`config.mk`:
```
export PLATFORM = sky130hd
export DESIGN_NAME = carry_alu
export DESIGN_NICKNAME = d
export VERILOG_FILES = /design/src/rtl/carry_alu_pkg.sv /design/src/rtl/carry_alu_arith.sv /design/src/rtl/carry_alu_status.sv /design/src/rtl/carry_alu.sv
export SDC_FILE = /design/constraint.sdc
export NUM_CORES = 1
export LEC_CHECK = 0
export BUFFER_PORTS_ARGS = -buffer_cell sky130_fd_sc_hd__buf_2
export CAP_MARGIN = 20
export CORE_UTILIZATION = 58
export CTS_CLUSTER_DIAMETER = 50
export CTS_CLUSTER_SIZE = 12
export DETAILED_ROUTE_END_ITERATION = 7
export PLACE_DENSITY = 0.86
export SYNTH_ARGS = -nofsm -noshare
export SYNTH_HDL_FRONTEND = slang
export SYNTH_SLANG_ARGS = --single-unit
```
`constraint.sdc`:
```
create_clock -name clk -period 5 [get_ports clk]
set_clock_uncertainty 0.05 [all_clocks]
set_input_delay 0.5 -clock clk [delete_from_list [all_inputs] [get_ports clk]]
set_output_delay 0.5 -clock clk [all_outputs]
set_load 0.05 [all_outputs]
```
`src/rtl/carry_alu_pkg.sv`:
```
package carry_alu_pkg;
  typedef enum logic [2:0] {
    OP_NOP0 = 3'd0,
    OP_ADDC = 3'd1,
    OP_SUBC = 3'd2,
    OP_RORC = 3'd3,
    OP_ROLC = 3'd4,
    OP_SETC = 3'd5,
    OP_CLRC = 3'd6,
    OP_NOP7 = 3'd7
  } alu_op_e;

  localparam int SW_W   = 8;
  localparam int HC_BIT = 7;
  localparam int C_BIT  = 6;
  localparam int AUX_W  = 6;
endpackage

```
`src/rtl/carry_alu_arith.sv`:
```
module carry_alu_arith
  import carry_alu_pkg::*;
#(
  parameter int DW = 8
) (
  input  alu_op_e         op,
  input  logic [DW-1:0]   a,
  input  logic [DW-1:0]   b,
  input  logic            cin,
  output logic [DW-1:0]   res,
  output logic            c_new,
  output logic            h_new,
  output logic            flag_touch
);
  localparam int NIB = DW / 2;

  // Returns {half_carry, carry, sum}
  function automatic logic [DW+1:0] add3(input logic [DW-1:0] x,
                                         input logic [DW-1:0] y,
                                         input logic c);
    logic [NIB:0] lo;
    logic [DW:0]  full;
    lo   = {1'b0, x[NIB-1:0]} + {1'b0, y[NIB-1:0]} + {{NIB{1'b0}}, c};
    full = {1'b0, x} + {1'b0, y} + {{DW{1'b0}}, c};
    return {lo[NIB], full};
  endfunction

  logic [DW+1:0] add_o;
  logic [DW+1:0] sub_o;

  assign add_o = add3(a, b, cin);
  assign sub_o = add3(a, ~b, cin);

  always_comb begin
    res        = a;
    c_new      = cin;
    h_new      = 1'b0;
    flag_touch = 1'b1;
    unique case (op)
      OP_ADDC: begin res = add_o[DW-1:0]; c_new = add_o[DW]; h_new = add_o[DW+1]; end
      OP_SUBC: begin res = sub_o[DW-1:0]; c_new = sub_o[DW]; h_new = sub_o[DW+1]; end
      OP_RORC: begin res = {cin, a[DW-1:1]}; c_new = a[0];    h_new = a[0];    end
      OP_ROLC: begin res = {a[DW-2:0], cin}; c_new = a[DW-1]; h_new = a[DW-1]; end
      OP_SETC: begin c_new = 1'b1; h_new = 1'b1; end
      OP_CLRC: begin c_new = 1'b0; h_new = 1'b0; end
      default: flag_touch = 1'b0;
    endcase
  end
endmodule

```
`src/rtl/carry_alu_status.sv`:
```
module carry_alu_status
  import carry_alu_pkg::*;
(
  input  logic            clk,
  input  logic            rst_n,
  input  logic            wr,
  input  logic [SW_W-1:0] wdata,
  input  logic            flag_upd,
  input  logic            c_new,
  input  logic            h_new,
  output logic [SW_W-1:0] sw_q
);
  always_ff @(posedge clk) begin
    if (!rst_n)
      sw_q <= '0;
    else if (wr)
      sw_q <= wdata;
    else if (flag_upd) begin
      sw_q[HC_BIT] <= h_new;
      sw_q[C_BIT]  <= c_new;
    end
  end

  // direct write loads all bits
  a_r10_direct_write: assert property (@(posedge clk) disable iff (!rst_n)
    wr |=> sw_q == $past(wdata));
  // stored bits untouched without a write
  a_r9_aux_kept: assert property (@(posedge clk) disable iff (!rst_n)
    !wr |=> $stable(sw_q[AUX_W-1:0]));
  // flags hold when no flag update
  a_r8_flags_hold: assert property (@(posedge clk) disable iff (!rst_n)
    (!wr && !flag_upd) |=> $stable(sw_q[HC_BIT:C_BIT]));
endmodule

```
`src/rtl/carry_alu.sv`:
```
module carry_alu
  import carry_alu_pkg::*;
#(
  parameter int DW = 8
) (
  input  logic            clk,
  input  logic            rst_n,
  input  logic            op_valid,
  input  logic [2:0]      op_code,
  input  logic [DW-1:0]   acc_in,
  input  logic [DW-1:0]   opnd_in,
  input  logic            sw_wr,
  input  logic [SW_W-1:0] sw_wdata,
  output logic [DW-1:0]   result,
  output logic [SW_W-1:0] status
);
  logic [DW-1:0] alu_res;
  logic          alu_c;
  logic          alu_h;
  logic          alu_touch;
  logic          flag_upd;

  carry_alu_arith #(.DW(DW)) u_arith (
    .op         (alu_op_e'(op_code)),
    .a          (acc_in),
    .b          (opnd_in),
    .cin        (status[C_BIT]),
    .res        (alu_res),
    .c_new      (alu_c),
    .h_new      (alu_h),
    .flag_touch (alu_touch)
  );

  assign flag_upd = op_valid && alu_touch;

  carry_alu_status u_status (
    .clk      (clk),
    .rst_n    (rst_n),
    .wr       (sw_wr),
    .wdata    (sw_wdata),
    .flag_upd (flag_upd),
    .c_new    (alu_c),
    .h_new    (alu_h),
    .sw_q     (status)
  );

  always_ff @(posedge clk) begin
    if (!rst_n)
      result <= '0;
    else if (op_valid)
      result <= alu_res;
  end

  // set carry forces both flags high
  a_r6_setc: assert property (@(posedge clk) disable iff (!rst_n)
    (op_valid && !sw_wr && op_code == 3'd5) |=> status[HC_BIT:C_BIT] == 2'b11);
  // clear carry forces both flags low
  a_r7_clrc: assert property (@(posedge clk) disable iff (!rst_n)
    (op_valid && !sw_wr && op_code == 3'd6) |=> status[HC_BIT:C_BIT] == 2'b00);
  // rotate right takes old carry into the top bit
  a_r4_rorc: assert property (@(posedge clk) disable iff (!rst_n)
    (op_valid && op_code == 3'd3) |=> result == {$past(status[C_BIT]), $past(acc_in[DW-1:1])});
  // rotate left takes old carry into the bottom bit
  a_r5_rolc: assert property (@(posedge clk) disable iff (!rst_n)
    (op_valid && op_code == 3'd4) |=> result == {$past(acc_in[DW-2:0]), $past(status[C_BIT])});
  // rotates load HC equal to the new carry
  a_r4_rot_hc_eq_c: assert property (@(posedge clk) disable iff (!rst_n)
    (op_valid && !sw_wr && (op_code == 3'd3 || op_code == 3'd4))
      |=> status[HC_BIT] == status[C_BIT]);
  // result holds without an operation
  a_r11_result_hold: assert property (@(posedge clk) disable iff (!rst_n)
    !op_valid |=> $stable(result));
endmodule

```
== Yosys cells after proc, flatten, opt, wreduce, memory -nomap -nowiden ==
Cells that the tools add are included.

* Add/sub/neg operators: 8
* Eq/ne operators: 6
* Mux-type cells: 6
* Bitwise operators: 1
* Reductions and logical operators: 5

{| class="wikitable"
|+ Operator list
! operator !! count
|-
| one-hot mux 8 bit (4 select lines) || 1
|-
| adder 8 x 8 -> 9 bit || 2
|-
| adder 9 x 1 -> 9 bit || 2
|-
| adder 4 x 4 -> 5 bit || 2
|-
| adder 5 x 1 -> 5 bit || 2
|-
| equality test 3 bit (second input constant) || 3
|-
| inverter 8 bit || 1
|-
| nonzero test 7 bit || 1
|-
| equality test 3 x 2 -> 1 bit (second input constant) || 2
|-
| one-hot mux 1 bit (6 select lines) || 1
|-
| OR reduction 6 bit || 1
|-
| one-hot mux 1 bit (5 select lines) || 1
|-
| two-way mux 2 bit || 2
|-
| equality test 3 x 1 -> 1 bit (second input constant) || 1
|-
| AND reduction 2 bit || 1
|-
| nonzero test 2 bit || 1
|-
| logical AND 1 bit || 1
|-
| two-way mux 1 bit || 1
|}

* Register bits: 16
* Input port bits: 31
* Output and inout port bits: 16
* Logic and storage cells: 30

== Logic depth before layout (Yosys ltp) ==
* Depth after elaboration: 6
* Gate-level depth with buffers: 10
* Depth with buffers taken out: 10

== Hierarchy ==
Synthesis repeated with hierarchy kept, for this count alone.

* Cell total of the unflattened synthesis: 245
* Area, all modules: 1940.6 µm²

{| class="wikitable"
|+ Modules (own cells, without submodules)
! module !! instances !! cells an instance !! area an instance (µm²) !! seq. area each (µm²)
|-
| carry_alu_arith || 1 || 192 || 1311.3 || 0.0
|-
| carry_alu_status || 1 || 27 || 320.3 || 160.2
|-
| carry_alu || 1 || 26 || 309.0 || 160.2
|}

== Worst setup path after synthesis ==
No wires, ideal clock.

* Path kind: input to register
* From: in acc_in[0]
* To: reg result[6]
* Library setup time: 0.061 ns
* Arrival: 2.458 ns
* Required time: 4.889 ns
* Setup slack: 2.432 ns
* Stages on the path: 10
* Path buffers: 0
* Path through: inv_1 fa_1 inv_1 fa_1 nor2b_1 o311ai_0 a21oi_1 o211a_1 nor4_1 a311o_1

* Word-level cells in the longest chain between the ends: 3
* Elaborated cells on any way between the ends: 5
* Those cells by class: 4 x add/sub; 1 x mux

{| class="wikitable"
|+ Ends and longest elaborated chain
! item !! RTL line !! text
|-
| start: declaration || carry_alu.sv:10 || <nowiki>input logic [DW-1:0] acc_in,</nowiki>
|-
| adder 8 x 8 -> 9 bit || carry_alu_arith.sv:24 || <nowiki>full = {1'b0, x} + {1'b0, y} + {{DW{1'b0}}, c};</nowiki>
|-
| adder 9 x 1 -> 9 bit || carry_alu_arith.sv:24 ||
|-
| one-hot mux 8 bit (4 select lines) * || carry_alu_arith.sv:39 || <nowiki>unique case (op)</nowiki>
|-
| end signal: assignment || carry_alu.sv:51 || <nowiki>result <= alu_res;</nowiki>
|-
| end: declaration || carry_alu.sv:14 || <nowiki>output logic [DW-1:0] result,</nowiki>
|}

Every way passes the cells marked *; elsewhere a longest branch is shown, timed or not.
A chain may end at the register's enable or synchronous reset.

== Worst setup path after layout ==
Same ends and word-level chain as after synthesis.

==> summary.txt <==
CTS
  • CTS tree: built
  • Post-CTS Hold Fix Bufs: 0
  • # H-tree levels: 1
  • Clock latency on the worst-skew pair: ~280 ps
  • CTS root buffer: clkbuf_4
  • Clock-pin slew of the registers on the worst-case setup and hold paths: approximately 100 ps
  • Clock Sinks: 16
  • Clk buf depth: 2
  • CTS resizes: 0
  • Total CTS buffers: 3
  • Setup Buffers After CTS: 0

Yosys
  • Cell taking the most area after synthesis: dfxtp_1
  • Post-synth top area share: 0.176
  • Post-Syn Area per Cell: 7.41 sq um
  • Cell Area, Synth: 1820 sq um
  • Seq cells post-synth: 16
  • Cells after Synth: 246
  • Synth top cells by count: o21ai_0, nand2_1, inv_1, nor2_1, dfxtp_1
  • Ys async rst share: 0
  • Top FF cell, synth: dfxtp_1
  • Top-count cell post-synth: o21ai_0
  • Syn Nets: 295
  • Post-synth cell types: between 50 and 60
  • Number of synthesized flops with an enable pin: 0
  • Area contributors post-synth: dfxtp_1, ha_1, o21ai_0
  • Synth Warn #: 0
  • Seq/Total Area, Yosys: 0.176

Detailed routing
  • Detailed-route via count: 1979
  • Wire length per cell: 15.4 um
  • Drc violations: 3
  • Drt initial violations: 230
  • Post-route ant nets: 0
  • Final wirelength: 4.97 mm
  • DR pass1 iterations: 8
  • DR vias/cell: 6.13

Layout
  • Fraction of layout instances using a drive strength above 1: 0.189
  • Post-route insts no fill: 323
  • Post-Route Utilization: 0.721
  • Fillers: 252
  • Ant. Diodes: 0
  • Final nets: between 300 and 400
  • Area grow syn2layout: 13.8%

Place
  • Half-perimeter wire length after placement: 3.79 mm
  • DP Cell Count: roughly 320
  • RD Place Congestion: 0.894
  • # port buffers: between 40 and 50

Timing
  • Final hold slack: 426 ps
  • FMAX: 357 MHz
  • RSZ-0062 raised after global routing: false
  • Minimum clock period: 2800 ps
  • Setup TNS: 0 ps
  • Tcrit/Tclk final: 0.560
  • Max-Slew Margin vs Limit: 0.639
  • Worst slew pin tran: 535 ps
  • Final setup violation count: 0
  • Slew Viols, Final: 0
  • Endpoints failing hold: 0

Global routing
  • Largest net degree at the start of global routing: 33
  • Congestion Overflow GR: 0
  • Initial antenna violation count: 0
  • First-pass GRT wire length: approximately 8 mm
  • Overall Global Routing Usage: 0.309
  • Vias in the first global route: 1702

Floorplanning
  • Die height: 58.1 um
  • Die Wd: 58.1 um
  • Core Region: between 2000 and 3000 sq um
  • Io pins: 47
  • DIE AREA: 3370 sq um
  • Initial Util: 0.634
  • Core Rows: 19

Power
  • Pwr Density: 208 nW/um^2
  • Power, Total: between 0.4 and 0.5 mW
  • VDD IR max: 0.000167 V
  • Leak Pwr: 0.970 nW

Status
  • Failing checks: DRC
  • Status: finished, violations left

Setup path
  • Crit path kind: input port to register
  • R2R setup slack: 2210 ps
  • Req. time, crit path: 5180 ps
  • CP arrival: 2980 ps
  • Crit path launch: acc_in[0]
  • Critical Path Source Type: input port
  • Reg2Reg Launch Point: u_status.sw_q[6]$_SDFFE_PN0P_
  • Worst Path Max Fanout: 4
  • CP Capture Type: register

Worst hold path
  • Hold Path Origin: sw_wdata[5]
  • Hold Path Class: input port to register

Run
  • Max Cap Viol: 0
[routing by layer]
| layer | global-route usage | vias up | routed length [um] |
|---|---|---|---|
| met5 | 0 | - | 0 |
| met4 | 0.0952 | 0 | 75 |
| met3 | 0.0580 | 7 | 398 |
| met2 | 0.498 | 104 | 2390 |
| met1 | 0.420 | 911 | 2100 |
| li1 | - | 957 | - |
[logic make-up (layout without fill, tap and decap cells)]
kind of cell             Yosys count  in the layout  synth area share
flip-flops                        16             16             0.176
AND/OR/NAND/NOR                   88             88             0.255
multiplexers                       9              9            0.0501
buffers and inverters             34             69            0.0762
adder cells (fa/ha/maj)           18             18             0.140
XOR/XNOR                           5              5            0.0240
AO/OA/AOI/OAI                     76             76             0.279
[sequential cells by signal, indices dropped and copies added (netlist names)]
name,count
u_status.sw_q,8
result,8
[power breakdown]
part | total, mW | internal (mW) | leakage, nW | switching (mW)
Clock | 0.0867 | 0.0444 | 0.0210 | 0.0423
Sequential | 0.143 | 0.138 | 0.133 | 0.00572
Combinational | 0.201 | 0.0701 | 0.817 | 0.131
Total | 0.431 | 0.252 | 0.970 | 0.179
[worst paths after layout]
path | endpoint | cells after the start
worst min-delay path | u_status.sw_q[5]$_SDFFE_PN0P_ | 3
worst min register to register | result[5]$_SDFFE_PN0P_ | 2
worst max-delay path | result[6]$_SDFFE_PN0P_ | 11
worst max register to register | result[6]$_SDFFE_PN0P_ | 10
[worst max-delay path: stages]
cell and delay [ps]:
buf_2 120, inv_1 130, fa_1 220, inv_1 60, fa_1 390, nor2b_1 160
o311ai_0 490, a21oi_1 180, o211a_1 260, nor4_1 280, a311o_1 190
[layout make-up]
class                   instances  area [sq um]  area share
well taps                      42          52.6      0.0253
repair buffers                 46           230       0.111
inverters                      19          71.3      0.0344
multi-input cells             196          1360       0.657
flip-flops and latches         16           320       0.154
clock buffers                   4          36.3      0.0175
[cells in the final DEF, fill, tap and decap left out, types with 3 or more instances in the layout]
cell type,netlist,final
a21oi_1,11,11
o31ai_1,3,3
nor2b_1,12,12
inv_1,19,19
fa_1,4,4
nor2_1,19,19
o21ai_0,23,23
nor3b_1,3,3
xnor2_1,4,4
nor3_1,3,3
a211oi_1,3,3
a31oi_1,4,4
nand2_1,22,22
ha_1,14,14
o21bai_1,4,4
dfxtp_1,16,16
clkbuf_4,0,3
mux2i_1,8,8
nand3_1,5,5
buf_2,3,46
or3b_1,3,3
nand2b_1,8,8
o221ai_1,3,3
and3_1,4,4
a221oi_1,4,4
[stage by stage]
stage	cell area [sq um]	setup WS [ps]
6_report	2070	2200
3_3_place_gp	2040	2130
5_1_grt	2070	2100
3_5_place_dp	2040	1950
2_1_floorplan	1820	2430
4_1_cts	2070	2260
Power figures use the tool's default switching activity.
